--- config.mk ---
export PLATFORM = sky130hd
export DESIGN_NAME = presettable_counter
export DESIGN_NICKNAME = d
export VERILOG_FILES = /design/src/rtl/ctr_pkg.sv /design/src/rtl/ctr_decode.sv /design/src/rtl/ctr_state.sv /design/src/rtl/ctr_carry.sv /design/src/rtl/presettable_counter.sv
export SDC_FILE = /design/constraint.sdc
export NUM_CORES = 1
export LEC_CHECK = 0
export ABC_AREA = 1
export BUFFER_PORTS_ARGS = -buffer_cell sky130_fd_sc_hd__buf_4
export CAP_MARGIN = 20
export CORE_AREA = 8 8 45 47
export CTS_CLUSTER_SIZE = 30
export DETAILED_ROUTE_END_ITERATION = 7
export DIE_AREA = 0 0 53 55
export SLEW_MARGIN = 15
export SYNTH_ARGS = -nofsm -noshare
export SYNTH_HDL_FRONTEND = slang
export SYNTH_HIERARCHICAL = 1
export SYNTH_SLANG_ARGS = --single-unit
export TNS_END_PERCENT = 30
--- constraint.sdc ---
create_clock -name clk -period 1 [get_ports clk]
set_input_delay 0.25 -clock clk [delete_from_list [all_inputs] [get_ports clk]]
set_output_delay 0.25 -clock clk [all_outputs]
set_load 0.01 [all_outputs]
--- src/rtl/ctr_pkg.sv ---
package ctr_pkg;

  // How the clear input acts on the count register
  typedef enum logic {
    CLR_ASYNC = 1'b0,
    CLR_SYNC  = 1'b1
  } clr_mode_e;

  // Next-state operation chosen for one clock edge, in priority order
  typedef enum logic [1:0] {
    OP_HOLD  = 2'd0,
    OP_INC   = 2'd1,
    OP_LOAD  = 2'd2,
    OP_CLEAR = 2'd3
  } ctr_op_e;

endpackage

--- src/rtl/ctr_decode.sv ---
module ctr_decode (
  input  logic             clr_n,
  input  logic             load_n,
  input  logic             en_p,
  input  logic             en_t,
  output ctr_pkg::ctr_op_e op
);
  import ctr_pkg::*;

  // Priority: clear, then load, then count, else hold
  function automatic ctr_op_e pick_op(input logic c_n, input logic l_n,
                                      input logic ep, input logic et);
    if (!c_n)          return OP_CLEAR;
    else if (!l_n)     return OP_LOAD;
    else if (ep && et) return OP_INC;
    else               return OP_HOLD;
  endfunction

  always_comb op = pick_op(clr_n, load_n, en_p, en_t);

endmodule

--- src/rtl/ctr_state.sv ---
module ctr_state #(
  parameter int                 WIDTH    = 4,
  parameter ctr_pkg::clr_mode_e CLR_MODE = ctr_pkg::CLR_ASYNC
) (
  input  logic               clk,
  input  logic               clr_n,
  input  ctr_pkg::ctr_op_e   op,
  input  logic [WIDTH-1:0]   din,
  output logic [WIDTH-1:0]   q
);
  import ctr_pkg::*;

  localparam logic [WIDTH-1:0] STEP = WIDTH'(1);

  function automatic logic [WIDTH-1:0] next_count(input logic [WIDTH-1:0] cur,
                                                  input ctr_op_e sel,
                                                  input logic [WIDTH-1:0] pre);
    case (sel)
      OP_CLEAR: return '0;
      OP_LOAD:  return pre;
      OP_INC:   return cur + STEP;
      default:  return cur;
    endcase
  endfunction

  logic [WIDTH-1:0] cnt_r;
  logic [WIDTH-1:0] cnt_nxt;

  always_comb cnt_nxt = next_count(cnt_r, op, din);

  generate
    if (CLR_MODE == CLR_ASYNC) begin : g_async_clr
      always_ff @(posedge clk or negedge clr_n) begin
        if (!clr_n) cnt_r <= '0;
        else        cnt_r <= cnt_nxt;
      end
    end else begin : g_sync_clr
      always_ff @(posedge clk) begin
        cnt_r <= cnt_nxt;
      end
    end
  endgenerate

  assign q = cnt_r;

endmodule

--- src/rtl/ctr_carry.sv ---
module ctr_carry #(
  parameter int WIDTH = 4
) (
  input  logic [WIDTH-1:0] q,
  input  logic             en_t,
  output logic             carry
);
  localparam logic [WIDTH-1:0] Q_TOP = '1;

  function automatic logic term_count(input logic [WIDTH-1:0] v, input logic gate);
    return gate && (v == Q_TOP);
  endfunction

  always_comb carry = term_count(q, en_t);

endmodule

--- src/rtl/presettable_counter.sv ---
module presettable_counter #(
  parameter int                 WIDTH    = 4,
  parameter ctr_pkg::clr_mode_e CLR_MODE = ctr_pkg::CLR_ASYNC
) (
  input  logic             clk,
  input  logic             clr_n,
  input  logic             load_n,
  input  logic             en_p,
  input  logic             en_t,
  input  logic [WIDTH-1:0] din,
  output logic [WIDTH-1:0] q,
  output logic             carry
);
  ctr_pkg::ctr_op_e edge_op;
  logic [WIDTH-1:0] cnt_q;

  ctr_decode u_decode (
    .clr_n  (clr_n),
    .load_n (load_n),
    .en_p   (en_p),
    .en_t   (en_t),
    .op     (edge_op)
  );

  ctr_state #(.WIDTH(WIDTH), .CLR_MODE(CLR_MODE)) u_state (
    .clk   (clk),
    .clr_n (clr_n),
    .op    (edge_op),
    .din   (din),
    .q     (cnt_q)
  );

  ctr_carry #(.WIDTH(WIDTH)) u_carry (
    .q     (cnt_q),
    .en_t  (en_t),
    .carry (carry)
  );

  assign q = cnt_q;

endmodule

After elaboration in Yosys (flattened, before gate mapping)
Cells that the tools add are included.
Word-level totals
  register bits after elaboration: 4
  input port bits: 9
  output and inout bits: 5
  word-level logic and storage cells: 13
Cells by class
  add/sub/neg operators: 1
  eq/ne operators: 4
  mux-type cells: 4
  reduce and logical (&&, ||, !) cells: 3
Operators with widths (count)
  one-hot mux 4 bit (3 select lines): 1
  adder 4 x 1 -> 4 bit (second input constant): 1
  == test 2 bit (second input constant): 2
  == test 4 bit (second input constant): 1
  two-way mux 2 bit: 2
  nonzero test 3 bit: 1
  == test 2 x 1 -> 1 bit (second input constant): 1
  logical AND 1 bit: 2
  two-way mux 1 bit: 1

Logic depth before layout (Yosys ltp)
Gate-level depths: netlist of run 1.
  depth in word-level cells: 6
  mapped depth: 9
  mapped depth without buffers: 9

Cells and area by module
Netlist of run 1, hierarchy kept.
Modules (own cells, without submodules)
  ctr_state: instances 1, cells each 38, area an instance 280.3 µm², sequential area each 100.1 µm²
  ctr_carry: instances 1, cells each 3, area an instance 12.5 µm², sequential area each 0.0 µm²
  ctr_decode: instances 1, cells each 3, area an instance 12.5 µm², sequential area each 0.0 µm²

Least setup slack after synthesis of run 1
No wires, ideal clock.
  path kind: register to register
  from: reg u_state.cnt_r[0] (netlist: u_state/q[0])
  to: reg u_state.cnt_r[1] (netlist: u_state/q[1])
  library setup time: 0.116 ns
  arrival: 1.018 ns
  data required time: 0.884 ns
  setup slack: -0.134 ns
  cell stages (with the launch flop): 5
  clock period less this slack: 1.134 ns
  path through: dfrtp_1 ha_1 a22o_1 nand2_1 nand2_1
Between the ends
  word-level cells in the longest chain between the ends: 2
RTL lines
  start: declaration: RTL line ctr_state.sv:26  | logic [WIDTH-1:0] cnt_r;
  start signal: assignment: RTL line ctr_state.sv:35  | else cnt_r <= cnt_nxt;
  adder 4 x 1 -> 4 bit: RTL line ctr_state.sv:21  | OP_INC: return cur + STEP;
  one-hot mux 4 bit (3 select lines): RTL line ctr_state.sv:18  | case (sel)
No other way between the ends.
A chain may end at the register's enable or synchronous reset.

Worst setup path in the final report of run 1
  from: reg u_state.cnt_r[0] (netlist: u_state/q[0])
  to: out carry
Between the ends
  word-level cells in the longest chain between the ends: 2
RTL lines
  == test 4 bit: RTL line ctr_carry.sv:11  | return gate && (v == Q_TOP);
  logical AND 1 bit: RTL line ctr_carry.sv:11
  end: declaration: RTL line presettable_counter.sv:12  | output logic carry
No other way between the ends.

==> results of run 1 <==
-- worst max-delay path, cell delays in order, from the launching register on --
cell and delay [ns]:
dfrtp_2 0.40, buf_6 0.12, nand2_2 0.04, nor2_1 0.03, buf_4 0.13
-- synthesized netlist by cell type, drive strengths merged --
cell type  instances
a22o               1
a22oi              1
dfrtp              4
ha                 4
inv                6
nand2             19
nand3              4
nand4              1
nor2               2
o21ai              1
o22ai              1
-- final timing paths --
| path | start | slack, ns | to |
|---|---|---|---|
| setup / recovery | u_state/q[0]$_DFFE_PN0P_ | -0.22 | carry |
| hold / removal | din[3] | 0.30 | u_state/q[3]$_DFFE_PN0P_ |
| setup reg to reg | u_state/q[0]$_DFFE_PN0P_ | -0.18 | u_state/q[1]$_DFFE_PN0P_ |
| hold reg to reg | u_state/q[3]$_DFFE_PN0P_ | 0.59 | u_state/q[3]$_DFFE_PN0P_ |
| max in group asynchronous | clr_n | 0.45 | u_state/q[2]$_DFFE_PN0P_ |
| min in group asynchronous | clr_n | 0.44 | u_state/q[1]$_DFFE_PN0P_ |
-- kinds of logic after synthesis --
family,synth area share
buffers and inverters,0.0738
AOI/OAI and AO/OA,0.0902
and+or+nand+nor,0.344
DFF,0.328
adders and majority gates,0.164
-- per-layer routing --
layer  track usage  vias to the layer above
met3        0.0642                        0
met2        0.0859                       14
met4        0.0259                        0
met1        0.0870                      161
li1              -                      201
met5             0                        -
-- layout by cell type (no fill, tap or decap), types with 2 or more instances in the layout --
cell	instances
buf_6	2
inv_1	6
nand3_1	4
clkbuf_4	3
ha_1	3
nor2_1	2
buf_4	23
dfrtp_2	2
dfrtp_1	2
nand2_1	18
-- repair_timing --
action	CTS	global route
setup endpoints to repair	7	9
pin swaps	1	2
buffers inserted	4	2
resized for setup	6	1
hold endpoints to repair	4	0
hold buffers	1	0
-- layout make-up --
| type | count | area [um^2] |
|---|---|---|
| Fill cell | 143 | 810 |
| Timing Repair Buffer | 26 | 205 |
| Multi-Input combinational cell | 34 | 198 |
| Sequential cell | 4 | 103 |
| Clock buffer | 4 | 26.3 |
| Inverter | 6 | 22.5 |
| Tap cell | 16 | 20.0 |
-- per-stage QoR --
| stage | worst slack, ns | hold WS (ns) |
|---|---|---|
| floorplan | -0.120 | -0.0456 |
| global placement | -0.220 | 0.154 |
| detailed placement | -0.232 | 0.159 |
| CTS | -0.232 | 0.303 |
| global route | -0.265 | 0.325 |
| finish | -0.216 | 0.304 |
-- report_power, final --
group	switching (mW)	total, mW	internal (mW)
sequential	0.00632	0.180	0.174
clock	0.0755	0.226	0.150
combinational	0.0763	0.174	0.0979
total	0.158	0.580	0.422
==> impl_metrics.yaml, run 1 <==
synth:
  syn_area_um2: 305
  synth_top_area_share: 0.328
  synth.area.top_cells: "dfrtp_1 33%, nand2_1 23%, ha_1 16%, inv_1 7.4%, nand3_1 6.6%"
  synthCells: 44
  synth_cell_type_count: 11
  synth_area_leader_cell: "dfrtp_1"
  yosysWarnings: 6
  syn_area_per_cell_um2: 6.94
  synth_nets: 57
  synth_seq_area_share: 0.328
  ys_seq_elements: 4
critical_path:
  critPathLaunchType: "register"
  crit_required_ns: 0.75
  cp.arrival_ns: 0.97
  cp_max_fo: 3
  reg2reg_depth: 5
  critical_path_class: "register to primary output"
  endpoint_kind: "primary output"
clocking:
  insertion_delay_ns: 0.24
  htreeDepth: 1
  path_clk_slew_ns: 0.04
  clockRootBuffer: "clkbuf_4"
  cts_buffers: 3
  cts_tree: "yes"
  clock_path_buffers: 2
  clkSinkCount: 4
route:
  wl_per_cell_um: 9.83
  drtIter0Drc: 5
  dr_wl_met3_um: 95
  antenna_left: 0
  met2_wirelength_um: 382
  routed_via_density: 4.18
  drcViolationCount: 0
  top_layer: "met3"
  met1Wirelength_um: 407
  vias: 376
  firstDrtPassIters: 3
  drt_wl_total_um: 885
power:
  p_per_area_mw_per_mm2: 1010
  design_power_total_mw: 0.580
  vdd_drop_max_mv: 0.637
  power_leakage_nw: 0.320
placement:
  gp_congestion: 0.771
  placed_cell_area_um2: 469
  io_buffers: 13
  placed_cells: 79
  place_hpwl_um: 694
run_status:
  status: "finished, violations left"
  violations: "negative setup slack"
finish:
  syn_to_final_growth_pct: 88.1
  post-route-util: 0.415
  final_nets: 88
  largest_reg_flops: 4
  layout-drive-gt1-share: 0.432
  final_design_area_no_fill_um2: 574
  antenna_cells: 0
  post_layout_nonfiller_instances: 90
grt:
  grt_max_degree: 8
  grt_usage: 0.0717
  grt_overflow: 0
  antenna_found_initial: 0
  grt_pass1_wl_um: 1490
  grt_pass1_vias: 363
die:
  placementRows: 14
  die_area_mm2: 0.00292
  die_x_um: 53
  start_util: 0.221
  ios: 14
  coreArea_mm2: 0.00138
  die_h_um: 55
sta:
  drv_slew: 0
  worst_pin_slew_ns: 0.160
  hold_violations: 0
  setup_violations: 9
  fin_worst_skew_ns: 0.000781
  setup_tns_ns: -1.19
  fin_crit_sh: 1.22
  fin_ws_ns: -0.216
  finalCriticalPeriod_ns: 1.22
  rsz0062_at_grt: "yes"
  relSlewSlack: 0.893
  fmax_mhz: 823
run:
  drv_cap: 0
worst_hold_path:
  hold_depth: 5
  hp-class: "input pin to register"
(Power assumes the default switching activity.)
==> run 2: changes to the inputs <==
--- a/config.mk
+++ b/config.mk
@@ -8,10 +8,10 @@
 export ABC_AREA = 1
 export BUFFER_PORTS_ARGS = -buffer_cell sky130_fd_sc_hd__buf_4
 export CAP_MARGIN = 20
-export CORE_AREA = 8 8 45 47
+export CORE_AREA = 5 5 42 44
 export CTS_CLUSTER_SIZE = 30
 export DETAILED_ROUTE_END_ITERATION = 7
-export DIE_AREA = 0 0 53 55
+export DIE_AREA = 0 0 47 49
 export SLEW_MARGIN = 15
 export SYNTH_ARGS = -nofsm -noshare
 export SYNTH_HDL_FRONTEND = slang
==> impl_metrics.yaml, run 2 (same netlist as run 1, synthesis figures left out) <==
run_status:
  status: "finished, violations left"
  violations: "negative setup slack"
die:
  die_area_mm2: 0.00230
  die_x_um: 47
  die_h_um: 49
  placementRows: 14
  coreArea_mm2: 0.00140
  ios: 14
  start_util: 0.218
route:
  wl_per_cell_um: 9.97
  drcViolationCount: 0
  vias: 398
  drtIter0Drc: 4
  drt_wl_total_um: 907
  antenna_left: 0
  firstDrtPassIters: 4
  routed_via_density: 4.37
finish:
  fillerInstances: 149
  layout_common_cells: "21 x buf_4, 18 x nand2_1, 6 x inv_1"
  final_nets: 89
  largest_reg_flops: 4
  layout-drive-gt1-share: 0.453
  final_common_cell: "buf_4"
  final_design_area_no_fill_um2: 596
  syn_to_final_growth_pct: 95.1
  antenna_cells: 0
power:
  seq_power_share: 0.312
  intPower_mw: 0.428
  combPwrFrac: 0.309
  power_leakage_nw: 0.328
  vdd_drop_max_mv: 0.812
  swShare: 0.269
  p_switching_mw: 0.158
  pwr-share-clk: 0.379
  p_per_area_mw_per_mm2: 984
critical_path:
  cp.arrival_ns: 0.98
  max_stage_delay_ns: 0.41
  slowest_stage: "dfrtp_2"
  endpoint_kind: "primary output"
  cp_max_fo: 3
  critical_path_class: "register to primary output"
  crit_required_ns: 0.75
  critPathLaunchType: "register"
  crit_chain: "buf_6 -> nand2_2 -> nor2_2 -> buf_4"
  ff2ff_setup_slack_ns: -0.18
clocking:
  insertion_delay_ns: 0.24
  htreeDepth: 1
  clockRootBuffer: "clkbuf_4"
  path_clk_slew_ns: 0.04
  cts_buffers: 3
  clkSinkCount: 4
  clock_path_buffers: 2
  cts_tree: "yes"
grt:
  antenna_found_initial: 0
  grt_max_degree: 6
  grt_pass1_vias: 367
  grt_pass1_wl_um: 1410
  grt_overflow: 0
  grt_usage: 0.0855
sta:
  setup_violations: 9
  finalCriticalPeriod_ns: 1.23
  hold_violations: 0
  setup_tns_ns: -1.19
  drv_slew: 0
  worst_pin_slew_ns: 0.161
  fin_crit_sh: 1.23
  fin_ws_ns: -0.230
  rsz0062_at_grt: "yes"
  fmax_mhz: 813
  timing.hold.ws_ns: 0.309
  relSlewSlack: 0.893
  fin_worst_skew_ns: 0.00716
placement:
  dp_worst_setup_slack_ns: -0.231
  placed_cell_area_um2: 462
  place_hpwl_um: 669
  gp_congestion: 0.731
  io_buffers: 13
worst_hold_path:
  hp-class: "input pin to register"
run:
  drv_cap: 0
## run 2: final timing paths
path | end | startpoint | cells after the start
worst max register to register | u_state/q[1]$_DFFE_PN0P_ | u_state/q[0]$_DFFE_PN0P_ | 5
worst min-delay path | u_state/q[3]$_DFFE_PN0P_ | din[3] | 5
min in group asynchronous | u_state/q[1]$_DFFE_PN0P_ | clr_n | 3
max in group asynchronous | u_state/q[2]$_DFFE_PN0P_ | clr_n | 3
worst max-delay path | carry | u_state/q[0]$_DFFE_PN0P_ | 4
worst min register to register | u_state/q[2]$_DFFE_PN0P_ | u_state/q[2]$_DFFE_PN0P_ | 2
## run 2: timing repair
| action | in CTS | in global routing |
|---|---|---|
| endpoints found under the setup margin | 8 | 9 |
| gates resized for setup | 8 | 2 |
| hold endpoints to repair | 4 | 0 |
| buffers inserted | 5 | 3 |
| hold buffers | 1 | 0 |
| pin swaps | 2 | 1 |
## run 2: layout make-up
cell class,count,area [um^2],area share
Tap cell,16,20.0,0.0336
Sequential cell,4,103,0.172
Clock buffer,4,26.3,0.0441
Inverter,6,22.5,0.0378
Multi-Input combinational cell,34,200,0.336
Timing Repair Buffer,27,224,0.376
## run 2: critical path, delay by kind of cell (launching register included)
kind,cells,cell delay (ns)
flip-flops,1,0.41
AND/OR/NAND/NOR,2,0.08
buffers and inverters,2,0.25
## run 2: metal layers
metal | part of all wire | GRT usage | vias to the layer above
li1 | - | - | 204
met1 | 0.41 | 0.0978 | 174
met2 | 0.48 | 0.124 | 20
met3 | 0.10 | 0.0590 | 0
met4 | 0 | 0.0276 | 0
met5 | 0 | 0 | -
## run 2: per-stage QoR
stage / total power [mW] / utilization / instances
global route: 0.625 / 0.425 / 91
detailed placement: 0.317 / 0.329 / 78
global placement: 0.314 / 0.329 / 78
finish: 0.586 / 0.425 / 91
CTS: 0.583 / 0.404 / 88
floorplan: 0.241 / - / 44
## run 2: power groups by stage
stage / Sequential, mW / Clock, mW / Combinational [mW]
after global routing: 0.184 / 0.242 / 0.199
after CTS: 0.183 / 0.232 / 0.168
after floorplan: 0.193 / 0 / 0.0479
final: 0.183 / 0.222 / 0.181
after global placement: 0.186 / 0 / 0.127
after detailed placement: 0.187 / 0 / 0.130
==> run 3: changes to the inputs <==
--- a/config.mk
+++ b/config.mk
@@ -5,13 +5,14 @@
 export SDC_FILE = /design/constraint.sdc
 export NUM_CORES = 1
 export LEC_CHECK = 0
-export ABC_AREA = 1
+export ABC_AREA = 0
 export BUFFER_PORTS_ARGS = -buffer_cell sky130_fd_sc_hd__buf_4
 export CAP_MARGIN = 20
 export CORE_AREA = 5 5 42 44
 export CTS_CLUSTER_SIZE = 30
 export DETAILED_ROUTE_END_ITERATION = 7
 export DIE_AREA = 0 0 47 49
+export GPL_TIMING_DRIVEN = 0
 export SLEW_MARGIN = 15
 export SYNTH_ARGS = -nofsm -noshare
 export SYNTH_HDL_FRONTEND = slang
==> impl_metrics.yaml, run 3 <==
synth:
  synth_most_common_cell: "nand2_1"
  synth.area.top_cells: "dfrtp_1 33%, ha_1 17%, nand2_1 7.5%, nand3_1 6.6%, a22oi_1 5.0%"
  synth_top_area_share: 0.332
  synth_edf_count: 0
  synthFlopType: "dfrtp_1"
  synth_area_leader_cell: "dfrtp_1"
  synthCells: 35
  yosysWarnings: 6
  ys_seq_elements: 4
  synthTopCellsByCount: "6 x nand2_1, 4 x dfrtp_1, 4 x ha_1, 4 x nand3_1, 3 x inv_1"
  synth_cell_type_count: 17
  syn_area_um2: 302
  synth_seq_area_share: 0.332
  synth_nets: 48
  synth_async_sr_flop_share: 1.00
  syn_area_per_cell_um2: 8.62
die:
  placementRows: 14
  coreArea_mm2: 0.00140
  start_util: 0.215
  die_area_mm2: 0.00230
  ios: 14
  die_x_um: 47
  die_h_um: 49
sta:
  relSlewSlack: 0.851
  fin_worst_skew_ns: 0.00271
  fin_ws_ns: -0.194
  finalCriticalPeriod_ns: 1.19
  worst_pin_slew_ns: 0.224
  hold_violations: 0
  fmax_mhz: 837
  timing.hold.ws_ns: 0.292
  rsz0062_at_grt: "yes"
  drv_slew: 0
  fin_crit_sh: 1.19
  setup_violations: 8
finish:
  layout_common_cells: "9 x buf_6, 9 x buf_4, 4 x dfrtp_1"
  largest_reg_flops: 4
  final_nets: 72
  fillerInstances: 149
  layout-drive-gt1-share: 0.632
  antenna_cells: 0
  syn_to_final_growth_pct: 95.0
run:
  drv_cap: 0
placement:
  io_buffers: 13
  gp_congestion: 0.685
  place_hpwl_um: 662
run_status:
  status: "finished, violations left"
  violations: "negative setup slack"
route:
  antenna_left: 0
  drt_wl_total_um: 960
  firstDrtPassIters: 2
  vias: 338
  routed_via_density: 4.63
  drcViolationCount: 0
  wl_per_cell_um: 13.2
  drtIter0Drc: 4
grt:
  grt_pass1_vias: 404
  grt_pass1_wl_um: 1710
  grt_overflow: 0
  grt_max_degree: 9
  grt_usage: 0.107
  antenna_found_initial: 0
critical_path:
  crit_required_ns: 1.17
  critical_path_class: "input pin to register"
  endpoint_kind: "register"
  cp.arrival_ns: 1.36
  crit_chain: "buf_6 -> nand3_2 -> nand2_2 -> inv_2 -> ha_4 -> nand2_2 -> or4_4 -> nand3_2"
  cp_max_fo: 3
  slowest_stage: "or4_4"
  critPathLaunchType: "input pin"
  max_stage_delay_ns: 0.42
power:
  power_leakage_nw: 0.282
  design_power_total_mw: 0.580
  vdd_drop_max_mv: 0.609
  p_per_area_mw_per_mm2: 987
clocking:
  cts_buffers: 3
  cts_tree: "yes"
  clock_path_buffers: 2
  htreeDepth: 1
  path_clk_slew_ns: 0.04
  clockRootBuffer: "clkbuf_4"
  clkSinkCount: 4
  insertion_delay_ns: 0.23
worst_hold_path:
  hp-class: "input pin to register"
[run 3: logic make-up (layout without fill, tap and decap cells)]
kind of cell	after synthesis	in the layout	share of synthesized area
simple gates	17	17	0.299
flops	4	4	0.332
buf+inv	3	25	0.0373
fa+ha+maj	4	4	0.166
compound gates	7	7	0.166
[run 3: what timing repair did]
| action | CTS | global route |
|---|---|---|
| cloned | 0 | 0 |
| pin swaps | 2 | 1 |
| setup buffers | 5 | 0 |
| gates resized for setup | 16 | 4 |
| hold endpoints to repair | 4 | 0 |
| endpoints found under the setup margin | 8 | 9 |
| hold buffers | 1 | 0 |
[run 3: critical path: cells and delay by family]
family | cells | cell delay, ns
adders and majority gates | 1 | 0.28
buffers and inverters | 2 | 0.13
and+or+nand+nor | 5 | 0.70
[run 3: layout make-up]
type                            instances  area [um^2]  share of cell area
Clock buffer                            3         22.5              0.0383
Inverter                                3         11.3              0.0191
Multi-Input combinational cell         28          255               0.434
Sequential cell                         4          100               0.170
Tap cell                               16         20.0              0.0340
Timing Repair Buffer                   19          179               0.304
[run 3: layer usage]
layer  track usage  up-vias  wire (um)
li1              -      173          -
met1         0.106      156        338
met2         0.179        9        556
met3        0.0664        0         65
met4        0.0276        0          0
met5             0        -          0
[run 3: final timing paths]
check,from,endpoint,slack (ns),depth (start not counted)
worst max register to register,u_state/q[1]$_DFFE_PN0P_,u_state/q[2]$_DFFE_PN0P_,-0.16,3
worst max-delay path,load_n,u_state/q[3]$_DFFE_PN0P_,-0.19,8
worst min register to register,u_state/q[1]$_DFFE_PN0P_,u_state/q[1]$_DFFE_PN0P_,0.57,2
worst min-delay path,din[1],u_state/q[1]$_DFFE_PN0P_,0.29,3
min in group asynchronous,clr_n,u_state/q[2]$_DFFE_PN0P_,0.39,2
max in group asynchronous,clr_n,u_state/q[0]$_DFFE_PN0P_,0.44,2
[run 3: report_power, final]
group	switching (mW)	internal (mW)	total (mW)
combinational	0.0799	0.119	0.199
sequential	0.0118	0.173	0.185
clock	0.0627	0.134	0.197
total	0.154	0.426	0.580
[run 3: stage by stage]
| step | utilization | TNS [ns] | area (um^2) | worst slack (ns) | cells |
|---|---|---|---|---|---|
| after floorplan | - | -0.614 | 329 | -0.276 | 35 |
| final | 0.420 | -0.972 | 588 | -0.194 | 73 |
| after CTS | 0.405 | -1.02 | 568 | -0.218 | 73 |
| after global placement | 0.319 | -1.29 | 447 | -0.465 | 64 |
| after detailed placement | 0.319 | -1.36 | 447 | -0.486 | 64 |
| after global routing | 0.420 | -1.45 | 588 | -0.278 | 73 |
